### config.mk
export PLATFORM = sky130hd
export DESIGN_NAME = asram_ctrl
export DESIGN_NICKNAME = d
export VERILOG_FILES = /design/src/rtl/asram_pkg.sv /design/src/rtl/asram_phase_timer.sv /design/src/rtl/asram_seq.sv /design/src/rtl/asram_datapath.sv /design/src/rtl/asram_ctrl.sv
export SDC_FILE = /design/constraint.sdc
export NUM_CORES = 1
export LEC_CHECK = 0
export ABC_AREA = 1
export ABC_CLOCK_PERIOD_IN_PS = 1650
export CAP_MARGIN = 15
export CORE_MARGIN = 2
export CORE_UTILIZATION = 59
export CTS_BUF_LIST = sky130_fd_sc_hd__clkbuf_8
export DETAILED_ROUTE_END_ITERATION = 16
export DONT_BUFFER_PORTS = 1
export PLACE_DENSITY = 0.81
export SYNTH_ARGS = -nofsm -noshare
export SYNTH_HDL_FRONTEND = slang
export SYNTH_SLANG_ARGS = --single-unit
### constraint.sdc
create_clock -name clk -period 1.65 [get_ports clk]
set_input_delay 0.165 -clock clk [delete_from_list [all_inputs] [get_ports clk]]
set_output_delay 0.165 -clock clk [all_outputs]
set_load 0.02 [all_outputs]
### src/rtl/asram_pkg.sv
// Package: shared types and elaboration-time helpers for the asynchronous
// SRAM controller. Assumes all timing limits are positive integers in ns.
package asram_pkg;

    // Sequencer states; one per bus phase.
    typedef enum logic [1:0] {
        ST_IDLE  = 2'd0,
        ST_READ  = 2'd1,
        ST_RREL  = 2'd2,
        ST_WRITE = 2'd3
    } asram_state_e;

    // Strobe set presented to the memory pins (active-low strobes).
    typedef struct packed {
        logic cs_n;
        logic we_n;
        logic oe_n;
        logic drv;
    } asram_strobe_t;

    // Whole cycles needed to cover a ns limit, never fewer than one.
    function automatic int ns_to_cyc(input int ns, input int period_ns);
        int c;
        c = (ns + period_ns - 1) / period_ns;
        return (c < 1) ? 1 : c;
    endfunction

    // Larger of two integers.
    function automatic int imax(input int a, input int b);
        return (a > b) ? a : b;
    endfunction

    // Strobe pattern that belongs to a sequencer state.
    function automatic asram_strobe_t strobe_of(input asram_state_e st);
        asram_strobe_t s;
        s = '{cs_n: 1'b1, we_n: 1'b1, oe_n: 1'b1, drv: 1'b0};
        case (st)
            ST_READ:  s = '{cs_n: 1'b0, we_n: 1'b1, oe_n: 1'b0, drv: 1'b0};
            ST_WRITE: s = '{cs_n: 1'b0, we_n: 1'b0, oe_n: 1'b1, drv: 1'b1};
            default:  s = '{cs_n: 1'b1, we_n: 1'b1, oe_n: 1'b1, drv: 1'b0};
        endcase
        return s;
    endfunction

endpackage

### src/rtl/asram_phase_timer.sv
// Phase timer: a down counter loaded at the start of each bus phase.
// done is high in the last cycle of a phase of length load_val+1.
// Assumes load and a non-zero count never need to be honoured together.
module asram_phase_timer #(
    parameter int CNT_W = 4
) (
    input  logic             clk,
    input  logic             rst_n,
    input  logic             load,
    input  logic [CNT_W-1:0] load_val,
    output logic             done
);

    logic [CNT_W-1:0] cnt_q;

    // Load on phase entry, otherwise count down to zero and hold there.
    always_ff @(posedge clk) begin
        if (!rst_n) begin
            cnt_q <= '0;
        end else if (load) begin
            cnt_q <= load_val;
        end else if (cnt_q != '0) begin
            cnt_q <= cnt_q - 1'b1;
        end
    end

    // The phase ends when the count has reached zero.
    assign done = (cnt_q == '0);

endmodule

### src/rtl/asram_seq.sv
// Sequencer: walks idle -> read -> bus release -> idle, or idle -> write ->
// idle. It takes a request only when idle and acknowledge is low, and it
// reports the capture and completion events to the datapath. Assumes the
// phase counts are at least one.
module asram_seq
    import asram_pkg::*;
#(
    parameter int RD_N  = 9,
    parameter int WR_N  = 9,
    parameter int HZ_N  = 3,
    parameter int CNT_W = 4
) (
    input  logic             clk,
    input  logic             rst_n,
    input  logic             req,
    input  logic             op_wr,
    input  logic             ack_q,
    input  logic             timer_done,
    output logic             timer_load,
    output logic [CNT_W-1:0] timer_val,
    output logic             accept,
    output logic             rd_capture,
    output logic             wr_done,
    output asram_strobe_t    strobe_nxt
);

    localparam logic [CNT_W-1:0] RD_LOAD = CNT_W'(RD_N - 1);
    localparam logic [CNT_W-1:0] WR_LOAD = CNT_W'(WR_N - 1);
    localparam logic [CNT_W-1:0] HZ_LOAD = CNT_W'(HZ_N - 1);

    asram_state_e state_q;
    asram_state_e state_nxt;

    // Next state and phase events from the current state and timer.
    always_comb begin
        state_nxt  = state_q;
        timer_load = 1'b0;
        timer_val  = '0;
        accept     = 1'b0;
        rd_capture = 1'b0;
        wr_done    = 1'b0;
        case (state_q)
            ST_IDLE: begin
                if (req && !ack_q) begin
                    accept     = 1'b1;
                    timer_load = 1'b1;
                    if (op_wr) begin
                        state_nxt = ST_WRITE;
                        timer_val = WR_LOAD;
                    end else begin
                        state_nxt = ST_READ;
                        timer_val = RD_LOAD;
                    end
                end
            end
            ST_READ: begin
                if (timer_done) begin
                    rd_capture = 1'b1;
                    timer_load = 1'b1;
                    timer_val  = HZ_LOAD;
                    state_nxt  = ST_RREL;
                end
            end
            ST_RREL: begin
                if (timer_done) begin
                    state_nxt = ST_IDLE;
                end
            end
            ST_WRITE: begin
                if (timer_done) begin
                    wr_done   = 1'b1;
                    state_nxt = ST_IDLE;
                end
            end
            default: state_nxt = ST_IDLE;
        endcase
    end

    // State register.
    always_ff @(posedge clk) begin
        if (!rst_n) begin
            state_q <= ST_IDLE;
        end else begin
            state_q <= state_nxt;
        end
    end

    // Strobes for the coming cycle, registered by the datapath.
    assign strobe_nxt = strobe_of(state_nxt);

endmodule

### src/rtl/asram_datapath.sv
// Datapath: holds the captured address and write byte, registers the memory
// strobes so the pins come straight from flops, captures the read byte and
// raises the one-cycle acknowledge. Assumes accept, rd_capture and wr_done
// are mutually exclusive.
module asram_datapath
    import asram_pkg::*;
#(
    parameter int ADDR_W = 15,
    parameter int DATA_W = 8
) (
    input  logic              clk,
    input  logic              rst_n,
    input  logic              accept,
    input  logic              rd_capture,
    input  logic              wr_done,
    input  asram_strobe_t     strobe_nxt,
    input  logic [ADDR_W-1:0] addr,
    input  logic [DATA_W-1:0] wdata,
    input  logic [DATA_W-1:0] mem_dq_in,
    output logic [ADDR_W-1:0] mem_addr,
    output logic [DATA_W-1:0] mem_dq_out,
    output logic              mem_cs_n,
    output logic              mem_we_n,
    output logic              mem_oe_n,
    output logic              mem_dq_oe,
    output logic [DATA_W-1:0] rdata,
    output logic              ack
);

    logic [ADDR_W-1:0] addr_q;
    logic [DATA_W-1:0] wdata_q;
    logic [DATA_W-1:0] rdata_q;
    logic              ack_q;
    asram_strobe_t     strobe_q;

    // Capture the request fields when a request is taken.
    always_ff @(posedge clk) begin
        if (!rst_n) begin
            addr_q  <= '0;
            wdata_q <= '0;
        end else if (accept) begin
            addr_q  <= addr;
            wdata_q <= wdata;
        end
    end

    // Register the strobes so the pins never glitch.
    always_ff @(posedge clk) begin
        if (!rst_n) begin
            strobe_q <= '{cs_n: 1'b1, we_n: 1'b1, oe_n: 1'b1, drv: 1'b0};
        end else begin
            strobe_q <= strobe_nxt;
        end
    end

    // Latch the returned byte at the end of the read phase.
    always_ff @(posedge clk) begin
        if (!rst_n) begin
            rdata_q <= '0;
        end else if (rd_capture) begin
            rdata_q <= mem_dq_in;
        end
    end

    // One-cycle completion pulse.
    always_ff @(posedge clk) begin
        if (!rst_n) begin
            ack_q <= 1'b0;
        end else begin
            ack_q <= rd_capture | wr_done;
        end
    end

    assign mem_addr   = addr_q;
    assign mem_dq_out = wdata_q;
    assign mem_cs_n   = strobe_q.cs_n;
    assign mem_we_n   = strobe_q.we_n;
    assign mem_oe_n   = strobe_q.oe_n;
    assign mem_dq_oe  = strobe_q.drv;
    assign rdata      = rdata_q;
    assign ack        = ack_q;

endmodule

### src/rtl/asram_ctrl.sv
// Top of the asynchronous SRAM controller. It derives every phase length
// from the clock period and the memory's ns limits at elaboration, then ties
// the sequencer, phase timer and datapath together. Assumes the requester
// holds req until ack, and that the pad buffer is outside this block.
module asram_ctrl
    import asram_pkg::*;
#(
    parameter int CLK_PERIOD_NS      = 10,
    parameter int ADDR_W             = 15,
    parameter int DATA_W             = 8,
    parameter int T_RD_CYCLE_NS      = 85,
    parameter int T_ADDR_ACC_NS      = 85,
    parameter int T_OE_ACC_NS        = 45,
    parameter int T_WR_CYCLE_NS      = 85,
    parameter int T_WE_PULSE_NS      = 55,
    parameter int T_ADDR_TO_WEND_NS  = 70,
    parameter int T_DATA_SETUP_NS    = 40,
    parameter int T_BUS_REL_NS       = 30
) (
    input  logic              clk,
    input  logic              rst_n,
    input  logic              req,
    input  logic              op_wr,
    input  logic [ADDR_W-1:0] addr,
    input  logic [DATA_W-1:0] wdata,
    output logic              ack,
    output logic [DATA_W-1:0] rdata,
    output logic [ADDR_W-1:0] mem_addr,
    output logic              mem_cs_n,
    output logic              mem_we_n,
    output logic              mem_oe_n,
    output logic [DATA_W-1:0] mem_dq_out,
    output logic              mem_dq_oe,
    input  logic [DATA_W-1:0] mem_dq_in
);

    localparam int RD_N = imax(imax(ns_to_cyc(T_RD_CYCLE_NS, CLK_PERIOD_NS),
                                    ns_to_cyc(T_ADDR_ACC_NS, CLK_PERIOD_NS)),
                               ns_to_cyc(T_OE_ACC_NS, CLK_PERIOD_NS));
    localparam int WR_N = imax(imax(ns_to_cyc(T_WR_CYCLE_NS, CLK_PERIOD_NS),
                                    ns_to_cyc(T_WE_PULSE_NS, CLK_PERIOD_NS)),
                               imax(ns_to_cyc(T_ADDR_TO_WEND_NS, CLK_PERIOD_NS),
                                    ns_to_cyc(T_DATA_SETUP_NS, CLK_PERIOD_NS)));
    localparam int HZ_N  = ns_to_cyc(T_BUS_REL_NS, CLK_PERIOD_NS);
    localparam int MAX_N = imax(imax(RD_N, WR_N), HZ_N);
    localparam int CNT_W = (MAX_N < 2) ? 1 : $clog2(MAX_N);

    logic             timer_load;
    logic [CNT_W-1:0] timer_val;
    logic             timer_done;
    logic             accept;
    logic             rd_capture;
    logic             wr_done;
    asram_strobe_t    strobe_nxt;

    asram_phase_timer #(
        .CNT_W (CNT_W)
    ) u_timer (
        .clk      (clk),
        .rst_n    (rst_n),
        .load     (timer_load),
        .load_val (timer_val),
        .done     (timer_done)
    );

    asram_seq #(
        .RD_N  (RD_N),
        .WR_N  (WR_N),
        .HZ_N  (HZ_N),
        .CNT_W (CNT_W)
    ) u_seq (
        .clk        (clk),
        .rst_n      (rst_n),
        .req        (req),
        .op_wr      (op_wr),
        .ack_q      (ack),
        .timer_done (timer_done),
        .timer_load (timer_load),
        .timer_val  (timer_val),
        .accept     (accept),
        .rd_capture (rd_capture),
        .wr_done    (wr_done),
        .strobe_nxt (strobe_nxt)
    );

    asram_datapath #(
        .ADDR_W (ADDR_W),
        .DATA_W (DATA_W)
    ) u_dp (
        .clk        (clk),
        .rst_n      (rst_n),
        .accept     (accept),
        .rd_capture (rd_capture),
        .wr_done    (wr_done),
        .strobe_nxt (strobe_nxt),
        .addr       (addr),
        .wdata      (wdata),
        .mem_dq_in  (mem_dq_in),
        .mem_addr   (mem_addr),
        .mem_dq_out (mem_dq_out),
        .mem_cs_n   (mem_cs_n),
        .mem_we_n   (mem_we_n),
        .mem_oe_n   (mem_oe_n),
        .mem_dq_oe  (mem_dq_oe),
        .rdata      (rdata),
        .ack        (ack)
    );

endmodule

**Word level (Yosys, flattened, before mapping)**

Cells that the tools add are included.

- $add $sub $neg: 1
- Multiply operators: 0
- Div/mod/pow operators: 0
- Order comparisons: 0
- Equality and inequality tests: 5
- Shift operators: 0
- Multiplexer cells: 17
- Bitwise logic cells: 1
- Reduce and logical (&&, ||, !) cells: 7

Operators by type and width:

| operator | number |
|---|---|
| $pmux W4 S2 | 2 |
| $mux W4 | 3 |
| $mux W2 | 5 |
| $eq A2 B2 Y1 const B | 3 |
| $pmux W2 S3 | 1 |
| $mux W1 | 5 |
| $eq A2 B1 Y1 const B | 2 |
| $logic_not A4 Y1 | 1 |
| $reduce_bool A4 Y1 | 1 |
| $sub A4 B1 Y4 const B | 1 |
| $logic_not A2 Y1 | 1 |
| $pmux W1 S2 | 1 |
| $reduce_bool A2 Y1 | 1 |
| $reduce_or A2 Y1 | 1 |
| $logic_and A1 B1 Y1 | 1 |
| $logic_not A1 Y1 | 1 |
| $or A1 B1 Y1 | 1 |

- Register bits after elaboration: 42
- Latch bits: 0
- RAM bits: 0
- Bits in read-only memories: 0
- Output and inout bits: 36
- Memories kept: 0

**Longest topological paths before layout**

Gate-level depths: netlist (run 1).

- Depth in word-level cells: 6
- Gate-level depth with buffers: 9
- Mapped depth without buffers: 8

**Modules after synthesis**

From an unflattened synthesis (run 1), not the netlist that was laid out.

- Cell total of the unflattened synthesis: 281
- Area total of the unflattened synthesis: 1871.8 um2

By module, submodules not included:

| module | times used | cells an instance | area an instance (um2) | sequential area each (um2) |
|---|---|---|---|---|
| asram_datapath | 1 | 210 | 1442.6 | 720.7 |
| asram_phase_timer | 1 | 40 | 247.7 | 80.1 |
| asram_seq | 1 | 31 | 181.4 | 40.0 |

**Least setup slack after synthesis (run 1)**

No wires, ideal clock.

- Path kind: register to register
- From: register u_timer.cnt_q[0]
- To: register u_dp.rdata_q[0] (netlist: u_dp.rdata[0])
- Data arrival time: 1.140 ns
- Required time: 1.534 ns
- Setup slack: 0.394 ns
- Cell stages (with the launch flop): 9
- Buffers on the path: 1
- Cell sequence: dfxtp_1 -> inv_1 -> ha_1 -> nand3_4 -> inv_2 -> nand2_2 -> buf_6 -> o21ai_0 -> nor2_1

- Word-level cells in the longest chain between the ends: 3

Ends and longest elaborated chain:

| what | RTL line | source |
|---|---|---|
| start: declaration | asram_phase_timer.sv:14 | `logic [CNT_W-1:0] cnt_q;` |
| start signal: assignment | asram_phase_timer.sv:21 | `cnt_q <= load_val;` |
| start signal: assignment | asram_phase_timer.sv:23 | `cnt_q <= cnt_q - 1'b1;` |
| $logic_not A4 Y1 | asram_phase_timer.sv:28 | `assign done = (cnt_q == '0);` |
| $mux W1 | asram_seq.sv:57 | `if (timer_done) begin` |
| $mux W1 | asram_seq.sv:42 | `case (state_q)` |
| end signal: assignment | asram_datapath.sv:61 | `rdata_q <= mem_dq_in;` |
| end: declaration | asram_datapath.sv:32 | `logic [DATA_W-1:0] rdata_q;` |

Every way passes these cells.
A chain may end at the register's enable or synchronous reset.

**Worst setup path in the final report (run 1)**

- From: register u_timer.cnt_q[1]
- To: register u_dp.rdata_q[6] (netlist: u_dp.rdata[6])

The elaborated chain is that of the path after synthesis.

==> impl_metrics.env, run 1 <==
export IMPL_outcome="finished, final reports clean"
export IMPL_cts_inserted_buffers=5
export IMPL_grt_pass1_vias=1244
export IMPL_viasPerCell=5.46
export IMPL_place_hpwl_um=2260
export IMPL_synth_nets=231
export IMPL_holdCritStartpoint="rst_n"
export IMPL_slew_limit_headroom_pct=81.1
export IMPL_p_leak_nw=0.717
export IMPL_antenna_found_initial=0
export IMPL_fp_dieW_um=55.4
export IMPL_synthTopCellsByArea="dfxtp_1, nor2_1, o21ai_0, inv_1, nand2_1"
export IMPL_p_sw_mw=1.39
export IMPL_hp_class="input port to flop"
export IMPL_dieArea_um2=3070
export IMPL_start_kind="flop"
export IMPL_clk_latency_ns=0.29
export IMPL_port_buffers=0
export IMPL_hold_viol_final=0
export IMPL_initial_core_util_pct=62.4
export IMPL_finalNonFillerCells=228
export IMPL_cts_setup_buffers=0
export IMPL_r2r_end="u_dp.rdata[6]$_SDFFE_PN0P_"
export IMPL_nets=234
export IMPL_cap_violations=0
export IMPL_power_mw=3.37
export IMPL_ys_seq_area_share_pct=53.9
export IMPL_avgSynthCellArea_um2=8.04
export IMPL_irDropWorstVdd_v=0.00113
export IMPL_clockBufferDepth=2
export IMPL_crit_type="flop to flop"
export IMPL_seq_power_share_pct=51.6
export IMPL_cts_root_buffer="clkbuf_8"
export IMPL_max_clock_freq_mhz=683
export IMPL_drt_pass1_iter_count=4
export IMPL_powerDensity_nw_per_um2=2010
export IMPL_worst_endpoint_required_ns=1.83
export IMPL_grt_start_max_net_pins=31
export IMPL_crit_fanout=12
export IMPL_tightestPinTransition_ns=0.282
export IMPL_synth_edff_count=0
export IMPL_ios=71
export IMPL_clkTransAtPathRegs_ns=0.08
export IMPL_drtIter0Drc=57
export IMPL_overflow=0
export IMPL_ys_types=24
export IMPL_internal_power_mw=1.98
export IMPL_synth_simple_area_share_pct=23.4
export IMPL_rsz0062_at_grt="no"
export IMPL_yosysMostFrequentCell="nor2_1"
export IMPL_dp_cells=218
export IMPL_r2r_setup_slack_ns=0.19
export IMPL_yosys_register_bits=42
export IMPL_core_um2=2500
export IMPL_syn_inst=194
export IMPL_vias=1246
export IMPL_ys_warn_count=0
export IMPL_synth_top_flop_cell="dfxtp_1"
export IMPL_yosysTopAreaCell="dfxtp_1"
export IMPL_async_reset_ff_share_pct=0
export IMPL_gp_congestion=0.733
export IMPL_synth_cell_area_um2=1560
export IMPL_detail_route_antenna_nets=0
export IMPL_clockPowerShare_pct=19.9
export IMPL_area_delta_synth_final_pct=7.30
export IMPL_slew_violations=0
export IMPL_finalSetupTns_ns=0
export IMPL_finalSetupViolCount=0
export IMPL_clock_sinks=42
export IMPL_synth_compound_area_share_pct=13.1
export IMPL_period_minus_slack_ns=1.46
export IMPL_drive_gt1_share_pct=11.6
export IMPL_synth_fa_ha_area_share_pct=1.60
export IMPL_row_count=18
export IMPL_synth_area_mux_share_pct=0
export IMPL_route_detailed_drc=0
export IMPL_grt_first_pass_wirelength_um=5250
export IMPL_synthTopCellsByCount="nor2_1, dfxtp_1, o21ai_0, inv_1, nand2_1"
export IMPL_cp_endpoint="u_dp.rdata[6]$_SDFFE_PN0P_"
export IMPL_cts_tree="done"
export IMPL_p_sw_share_pct=41.2
export IMPL_grt_util_all_layers_pct=21.7
export IMPL_p_comb_share_pct=28.6
export IMPL_synth_xor_area_share_pct=0
export IMPL_worst_clock_skew_ns=0.00703
export IMPL_fin_crit_sh_pct=88.8
export IMPL_dieHeight_um=55.4
export IMPL_r2r_start="u_timer.cnt_q[1]$_SDFFE_PN0P_"
export IMPL_htreeDepth=2
export IMPL_startpoint="u_timer.cnt_q[1]$_SDFFE_PN0P_"
export IMPL_end_kind="flop"
export IMPL_synth_top_family_by_area="simple AND/OR/NAND/NOR gates"
export IMPL_antenna_diode_count=0
export IMPL_yosys_area_top_type_share_pct=53.9
export IMPL_rr_worst_depth=8
export IMPL_worstPathArrival_ns=1.65
export IMPL_wirelength_um=3110
export IMPL_post_drt_wl_per_cell_um=13.6
## metal layers
layer	vias to the layer above	track usage (%)	share of wire, %
li1	617	-	-
met1	565	23.0	38
met2	58	37.6	51
met3	6	10.1	9.4
met4	0	8.01	1.4
met5	-	0	0
## cells by family after synthesis
group / Yosys count
AND/OR/NAND/NOR: 87
flip-flops: 42
AO/OA/AOI/OAI: 37
buffers and inverters: 26
adder cells (fa/ha/maj): 2
## cell type report
cell class | count | area, um2
clock inverter | 2 | 12.5
inverter | 17 | 63.8
clock buffer | 6 | 82.6
sequential | 42 | 841
tap | 30 | 37.5
multi-input combinational | 126 | 594
fill | 204 | 826
timing repair buffer | 5 | 42.5
## through the flow
step                      cell area, um2  setup WS [ns]  utilization (%)  hold slack, ns
after floorplan                     1560          0.394                -           0.288
after global placement              1560          0.344             62.4           0.266
after detailed placement            1560          0.233             62.4           0.278
after CTS                           1660          0.228             66.6        0.000238
after global routing                1670         0.0395             67.0         0.00346
final                               1670          0.186             67.0         0.00216
## placed cells by master, fill, tap and decap left out, drive strengths merged
cell         count
a211oi           1
a21oi            3
a31oi            1
buf              3
clkbuf           6
clkinv           1
clkinvlp         1
dfxtp           42
dlygate4sd3      2
ha               2
inv             17
nand2           13
nand3            6
nand4            2
nor2            65
nor3             1
o21ai           32
## registers in the layout, indices dropped and copies added, names as in the netlist
register / flops
u_timer.cnt_q: 4
u_seq.state_q: 2
u_dp.mem_dq_oe: 1
u_dp.mem_cs_n: 1
u_dp.mem_dq_out: 8
u_dp.mem_oe_n: 1
u_dp.ack: 1
u_dp.mem_addr: 15
u_dp.mem_we_n: 1
u_dp.rdata: 8
## power by group through the flow
stage | sequential, mW | clock, mW | combinational (mW)
6_report | 1.74 | 0.670 | 0.963
5_1_grt | 1.77 | 0.731 | 1.14
4_1_cts | 1.74 | 0.684 | 0.971
3_5_place_dp | 1.77 | 0 | 0.965
3_3_place_gp | 1.75 | 0 | 0.901
2_1_floorplan | 1.72 | 0 | 0.852
## critical path: stages (launching register included)
cell     delay (ns)
dfxtp_1        0.35
inv_1          0.08
ha_1           0.23
nand3_4        0.13
inv_2          0.06
nand2_2        0.18
inv_2          0.11
nor2_1         0.14
nor2_1         0.07
## worst min-delay path by stage
stage,end,cells after the start,slack (ns)
2_1_floorplan,u_timer.cnt_q[0]$_SDFFE_PN0P_,2,0.29
6_report,u_dp.rdata[5]$_SDFFE_PN0P_,2,0.002
4_1_cts,u_dp.rdata[4]$_SDFFE_PN0P_,2,0.0002
3_5_place_dp,u_seq.state_q[1]$_SDFF_PN0_,2,0.28
3_3_place_gp,u_seq.state_q[1]$_SDFF_PN0_,2,0.27
5_1_grt,u_dp.mem_addr[11]$_SDFFE_PN0P_,2,0.003
## what timing repair did
item / 4_1_cts / 5_1_grt
gates resized for setup: 0 / 0
hold buffers: 1 / 1
endpoints found under the hold margin: 6 / 1
Note: power is estimated with default switching activity, not from simulation.
==> run 2: changes to the inputs <==
CORE_UTILIZATION = 30   (was 59)
PLACE_DENSITY = 0.5   (was 0.81)
==> run 2 against run 1 <==
Total power is 0.52% higher. Highest routed layer unchanged. Utilization is 33 points lower. Hold slack better by 0.015 ns. Critical endpoint is now u_seq.state_q[1]$_SDFF_PN0_. Flip-flop and latch count stayed put. Sequential power hardly changed. Count of clock-buffer cells in the layout stayed put. Critical path type unchanged. Global-route usage is 8.5 points lower. Die area is 89% higher.
==> impl_metrics.env, run 2 (synthesis gave the netlist of run 1 again) <==
export IMPL_drtIter0Drc=27
export IMPL_htreeDepth=2
export IMPL_gp_congestion=0.747
export IMPL_tightestPinTransition_ns=0.914
export IMPL_max_clock_freq_mhz=722
export IMPL_dieArea_um2=5790
export IMPL_viasPerCell=4.44
export IMPL_grt_start_max_net_pins=29
export IMPL_slew_limit_headroom_pct=39.1
export IMPL_overflow=0
export IMPL_clockBufferDepth=2
export IMPL_grt_util_all_layers_pct=13.2
export IMPL_power_mw=3.39
export IMPL_route_detailed_drc=0
export IMPL_clkTransAtPathRegs_ns=0.08
export IMPL_slew_violations=0
export IMPL_grt_pass1_vias=1223
export IMPL_clk_latency_ns=0.29
export IMPL_crit_fanout=12
export IMPL_ios=71
export IMPL_worst_endpoint_required_ns=1.84
export IMPL_detail_route_antenna_nets=0
export IMPL_final_cell_mix="nor2_1, dfxtp_1, o21ai_0"
export IMPL_area_delta_synth_final_pct=11.3
export IMPL_drt_pass1_iter_count=4
export IMPL_drive_gt1_share_pct=11.6
export IMPL_hold_viol_final=0
export IMPL_row_count=26
export IMPL_clock_sinks=42
export IMPL_cts_setup_buffers=0
export IMPL_cap_violations=0
export IMPL_cts_root_buffer="clkbuf_8"
export IMPL_worstPathArrival_ns=1.57
export IMPL_worst_clock_skew_ns=0.00608
export IMPL_finalSetupTns_ns=0
export IMPL_rsz0062_at_grt="no"
export IMPL_wirelength_um=3510
export IMPL_place_hpwl_um=2280
export IMPL_antenna_found_initial=0
export IMPL_vias=1195
export IMPL_antenna_diode_count=0
export IMPL_cts_tree="done"
export IMPL_outcome="finished, final reports clean"
export IMPL_hp_class="input port to flop"
export IMPL_finalNonFillerCells=269
export IMPL_end_kind="flop"
export IMPL_final_common_cell="nor2_1"
export IMPL_fillCellCount=567
export IMPL_initial_core_util_pct=30.7
export IMPL_irDropWorstVdd_v=0.000834
export IMPL_grt_first_pass_wirelength_um=6070
export IMPL_holdWs_ns=0.0169
export IMPL_finalSetupViolCount=0
export IMPL_p_leak_nw=0.730
export IMPL_dp_cells=258
export IMPL_crit_type="flop to flop"
export IMPL_final_util_pct=34.2
export IMPL_fp_dieW_um=76.1
export IMPL_nets=235
export IMPL_port_buffers=0
export IMPL_post_drt_wl_per_cell_um=13.0
export IMPL_start_kind="flop"
export IMPL_period_minus_slack_ns=1.39
export IMPL_powerDensity_nw_per_um2=1950
export IMPL_dieHeight_um=76.1
export IMPL_fin_crit_sh_pct=84.0
export IMPL_largest_reg_flops=15
export IMPL_core_um2=5070
export IMPL_cts_inserted_buffers=5
## run 2: cell count changes in the layout (fill, tap and decap cells not counted), sizes merged
cell	before	now
dlymetal6s4s	0	1
## run 2: cell type report
type                    count  area (um2)  share of cell area (%)
flip-flops and latches     42         841                    48.4
repair buffers              6        55.1                    3.17
well taps                  70        87.6                    5.04
inverters                  17        63.8                    3.67
clock buffers               6        82.6                    4.76
multi-input cells         126         594                    34.2
clock inverters             2        12.5                   0.720
## run 2: metal layers
metal / part of all wire (%) / global-route usage (%) / up-vias
met1: 45 / 15.8 / 528
li1: - / - / 623
met3: 10 / 6.75 / 2
met2: 44 / 20.6 / 42
met5: 0 / 0 / -
met4: 0.57 / 4.36 / 0
## run 2: through the flow
step	instance area, um2	setup slack [ns]
4_1_cts	1730	0.239
6_report	1740	0.264
3_3_place_gp	1610	0.302
3_5_place_dp	1610	0.282
5_1_grt	1740	0.0796
2_1_floorplan	1560	0.394
## run 2: what timing repair did
item / CTS / global route
gates resized for setup: 0 / 1
setup endpoints to repair: 0 / 3
hold buffers: 3 / 0
hold endpoints to repair: 28 / 0
## run 2: critical path, stage by stage, from the launching register on
cell and delay, ns:
dfxtp_1 0.33, inv_1 0.07, ha_1 0.24, nand3_4 0.12, inv_2 0.06, nand2_2 0.18, nand3_1 0.15, nand2_1 0.08
inv_1 0.05
## run 2: final timing paths
kind                                  from                             to  slack, ns  depth (start not counted)
max          u_timer.cnt_q[0]$_SDFFE_PN0P_    u_seq.state_q[1]$_SDFF_PN0_       0.26                          8
min reg2reg  u_timer.cnt_q[0]$_SDFFE_PN0P_  u_timer.cnt_q[0]$_SDFFE_PN0P_       0.43                          1
max reg2reg  u_timer.cnt_q[0]$_SDFFE_PN0P_    u_seq.state_q[1]$_SDFF_PN0_       0.26                          8
min                                  rst_n  u_dp.mem_addr[2]$_SDFFE_PN0P_       0.02                          2
## run 2: power breakdown
| group | internal (mW) | switching (mW) |
|---|---|---|
| logic | 0.350 | 0.614 |
| clock network | 0.336 | 0.355 |
| registers | 1.30 | 0.436 |
| total | 1.99 | 1.40 |
==> run 3: changes to the inputs <==
ABC_CLOCK_PERIOD_IN_PS = 1140   (was 1650)
PLACE_DENSITY = 0.51   (was 0.5)
clock period = 1.14 ns   (was 1.65 ns; I/O delays follow)
==> run 3 against run 2 <==
The flow now finishes with violations (negative hold slack, negative setup slack). Sequential share of layout area shrank 8.3 points. Clock power grew 66%. Flip-flop and latch count is the same. Combinational power grew 140%. Count of clock-buffer cells in the layout shrank 1. Global-route usage grew 0.15 points. Fmax grew 15%. Hold slack lost 0.062 ns. Wire length grew 13%.
==> impl_metrics.env, run 3 (synthesis gave the netlist of run 1 again) <==
export IMPL_vias=1304
export IMPL_slew_limit_headroom_pct=81.8
export IMPL_antenna_diode_count=0
export IMPL_cts_tree="done"
export IMPL_slowest_stage="dfxtp_2"
export IMPL_drtIter0Drc=33
export IMPL_final_common_cell="nor2_1"
export IMPL_rsz0062_at_grt="yes"
export IMPL_area_delta_synth_final_pct=35.0
export IMPL_path_cells="inv_2, ha_4, nand3_4, inv_4, nand2_2, o21ai_1, nor2_1"
export IMPL_violations="negative hold slack, negative setup slack"
export IMPL_cts_root_buffer="clkbuf_8"
export IMPL_place_hpwl_um=2400
export IMPL_p_leak_nw=0.877
export IMPL_finalSetupViolCount=11
export IMPL_crit_type="flop to flop"
export IMPL_drt_pass1_iter_count=3
export IMPL_grt_pass1_vias=1282
export IMPL_worstPathArrival_ns=1.38
export IMPL_hp_class="input port to flop"
export IMPL_core_um2=5070
export IMPL_critPathTopFamily="flip-flops"
export IMPL_grt_util_all_layers_pct=13.4
export IMPL_clock_sinks=42
export IMPL_tightestPinTransition_ns=0.273
export IMPL_gp_congestion=0.746
export IMPL_setup_slack_ns=-0.0607
export IMPL_whs_path_depth=2
export IMPL_clkTransAtPathRegs_ns=0.08
export IMPL_slew_violations=0
export IMPL_grt_start_max_net_pins=36
export IMPL_nets=260
export IMPL_clk_latency_ns=0.29
export IMPL_max_clock_freq_mhz=833
export IMPL_port_buffers=0
export IMPL_detail_route_antenna_nets=0
export IMPL_period_minus_slack_ns=1.20
export IMPL_post_drt_wl_per_cell_um=13.5
export IMPL_grt_first_pass_wirelength_um=6210
export IMPL_row_count=26
export IMPL_rr_worst_depth=7
export IMPL_final_cell_mix="nor2_1, dfxtp_1, o21ai_1"
export IMPL_cts_inserted_buffers=5
export IMPL_antenna_found_initial=0
export IMPL_start_kind="flop"
export IMPL_holdWs_ns=-0.0450
export IMPL_worst_endpoint_required_ns=1.32
export IMPL_drive_gt1_share_pct=24.1
export IMPL_worst_clock_skew_ns=0.00398
export IMPL_initial_core_util_pct=30.7
export IMPL_finalNonFillerCells=294
export IMPL_viasPerCell=4.44
export IMPL_path_buf_inv=2
export IMPL_dieArea_um2=5790
export IMPL_wirelength_um=3980
export IMPL_outcome="finished, violations left"
export IMPL_htreeDepth=2
export IMPL_cap_violations=0
export IMPL_irDropWorstVdd_v=0.00111
export IMPL_critical_path_max_stage_delay_ns=0.33
export IMPL_overflow=0
export IMPL_fin_crit_sh_pct=105
export IMPL_crit_fanout=6
export IMPL_finalSetupTns_ns=-0.332
export IMPL_powerDensity_nw_per_um2=2840
export IMPL_end_kind="flop"
export IMPL_clockBufferDepth=2
export IMPL_dp_cells=266
export IMPL_route_detailed_drc=0
export IMPL_largest_reg_flops=15
export IMPL_ios=71
export IMPL_crit_cells=7
export IMPL_fp_dieW_um=76.1
export IMPL_hold_viol_final=14
export IMPL_dieHeight_um=76.1
-- run 3: cell count changes in the layout (fill, tap and decap cells not counted), sizes merged --
cell / previous run / this run
clkinv: 1 / 2
clkinvlp: 1 / 0
dlymetal6s4s: 1 / 0
bufinv: 0 / 1
dlygate4sd3: 2 / 14
buf: 3 / 15
nand2: 13 / 14
-- run 3: worst paths after layout --
path | from | endpoint | slack [ns]
hold reg to reg | u_timer.cnt_q[0]$_SDFFE_PN0P_ | u_timer.cnt_q[0]$_SDFFE_PN0P_ | 0.43
setup / recovery | u_timer.cnt_q[0]$_SDFFE_PN0P_ | u_dp.rdata[6]$_SDFFE_PN0P_ | -0.06
setup reg to reg | u_timer.cnt_q[0]$_SDFFE_PN0P_ | u_dp.rdata[6]$_SDFFE_PN0P_ | -0.06
hold / removal | rst_n | u_dp.mem_dq_out[4]$_SDFFE_PN0P_ | -0.05
-- run 3: per-stage QoR --
step / util [%] / instance area (um2) / total power, mW / setup slack, ns
after floorplan: - / 1570 / 3.77 / -0.0277
after global placement: 33.6 / 1710 / 4.30 / -0.141
after detailed placement: 33.6 / 1710 / 4.34 / -0.171
after CTS: 36.8 / 1870 / 5.75 / -0.0676
after global routing: 41.5 / 2110 / 6.48 / -0.151
final: 41.5 / 2110 / 5.98 / -0.0607
-- run 3: metal layers --
layer,vias to the layer above,GRT usage [%],wire (um)
met1,586,15.4,1780
met5,-,0,0
met2,42,22.5,1890
met3,5,5.21,257
met4,0,4.91,48
li1,671,-,-
-- run 3: cell type report --
| cell class | instances | area, um2 |
|---|---|---|
| Timing Repair Buffer | 30 | 319 |
| Inverter | 17 | 71.3 |
| Tap cell | 70 | 87.6 |
| Sequential cell | 42 | 846 |
| Clock inverter | 3 | 40.0 |
| Multi-Input combinational cell | 127 | 674 |
| Clock buffer | 5 | 68.8 |
| Fill cell | 552 | 2970 |
-- run 3: what timing repair did --
action / 4_1_cts / 5_1_grt
gates resized for setup: 8 / 32
pin swaps: 2 / 1
endpoints found under the hold margin: 34 / 31
endpoints found under the setup margin: 13 / 40
setup buffers: 3 / 0
gates cloned: 1 / 1
-- run 3: power breakdown --
part / switching [mW] / total (mW) / leakage, nW / internal [mW]
clock: 0.504 / 1.15 / 0.0579 / 0.645
sequential: 0.659 / 2.55 / 0.348 / 1.89
combinational: 1.21 / 2.28 / 0.471 / 1.07
total: 2.37 / 5.98 / 0.877 / 3.61
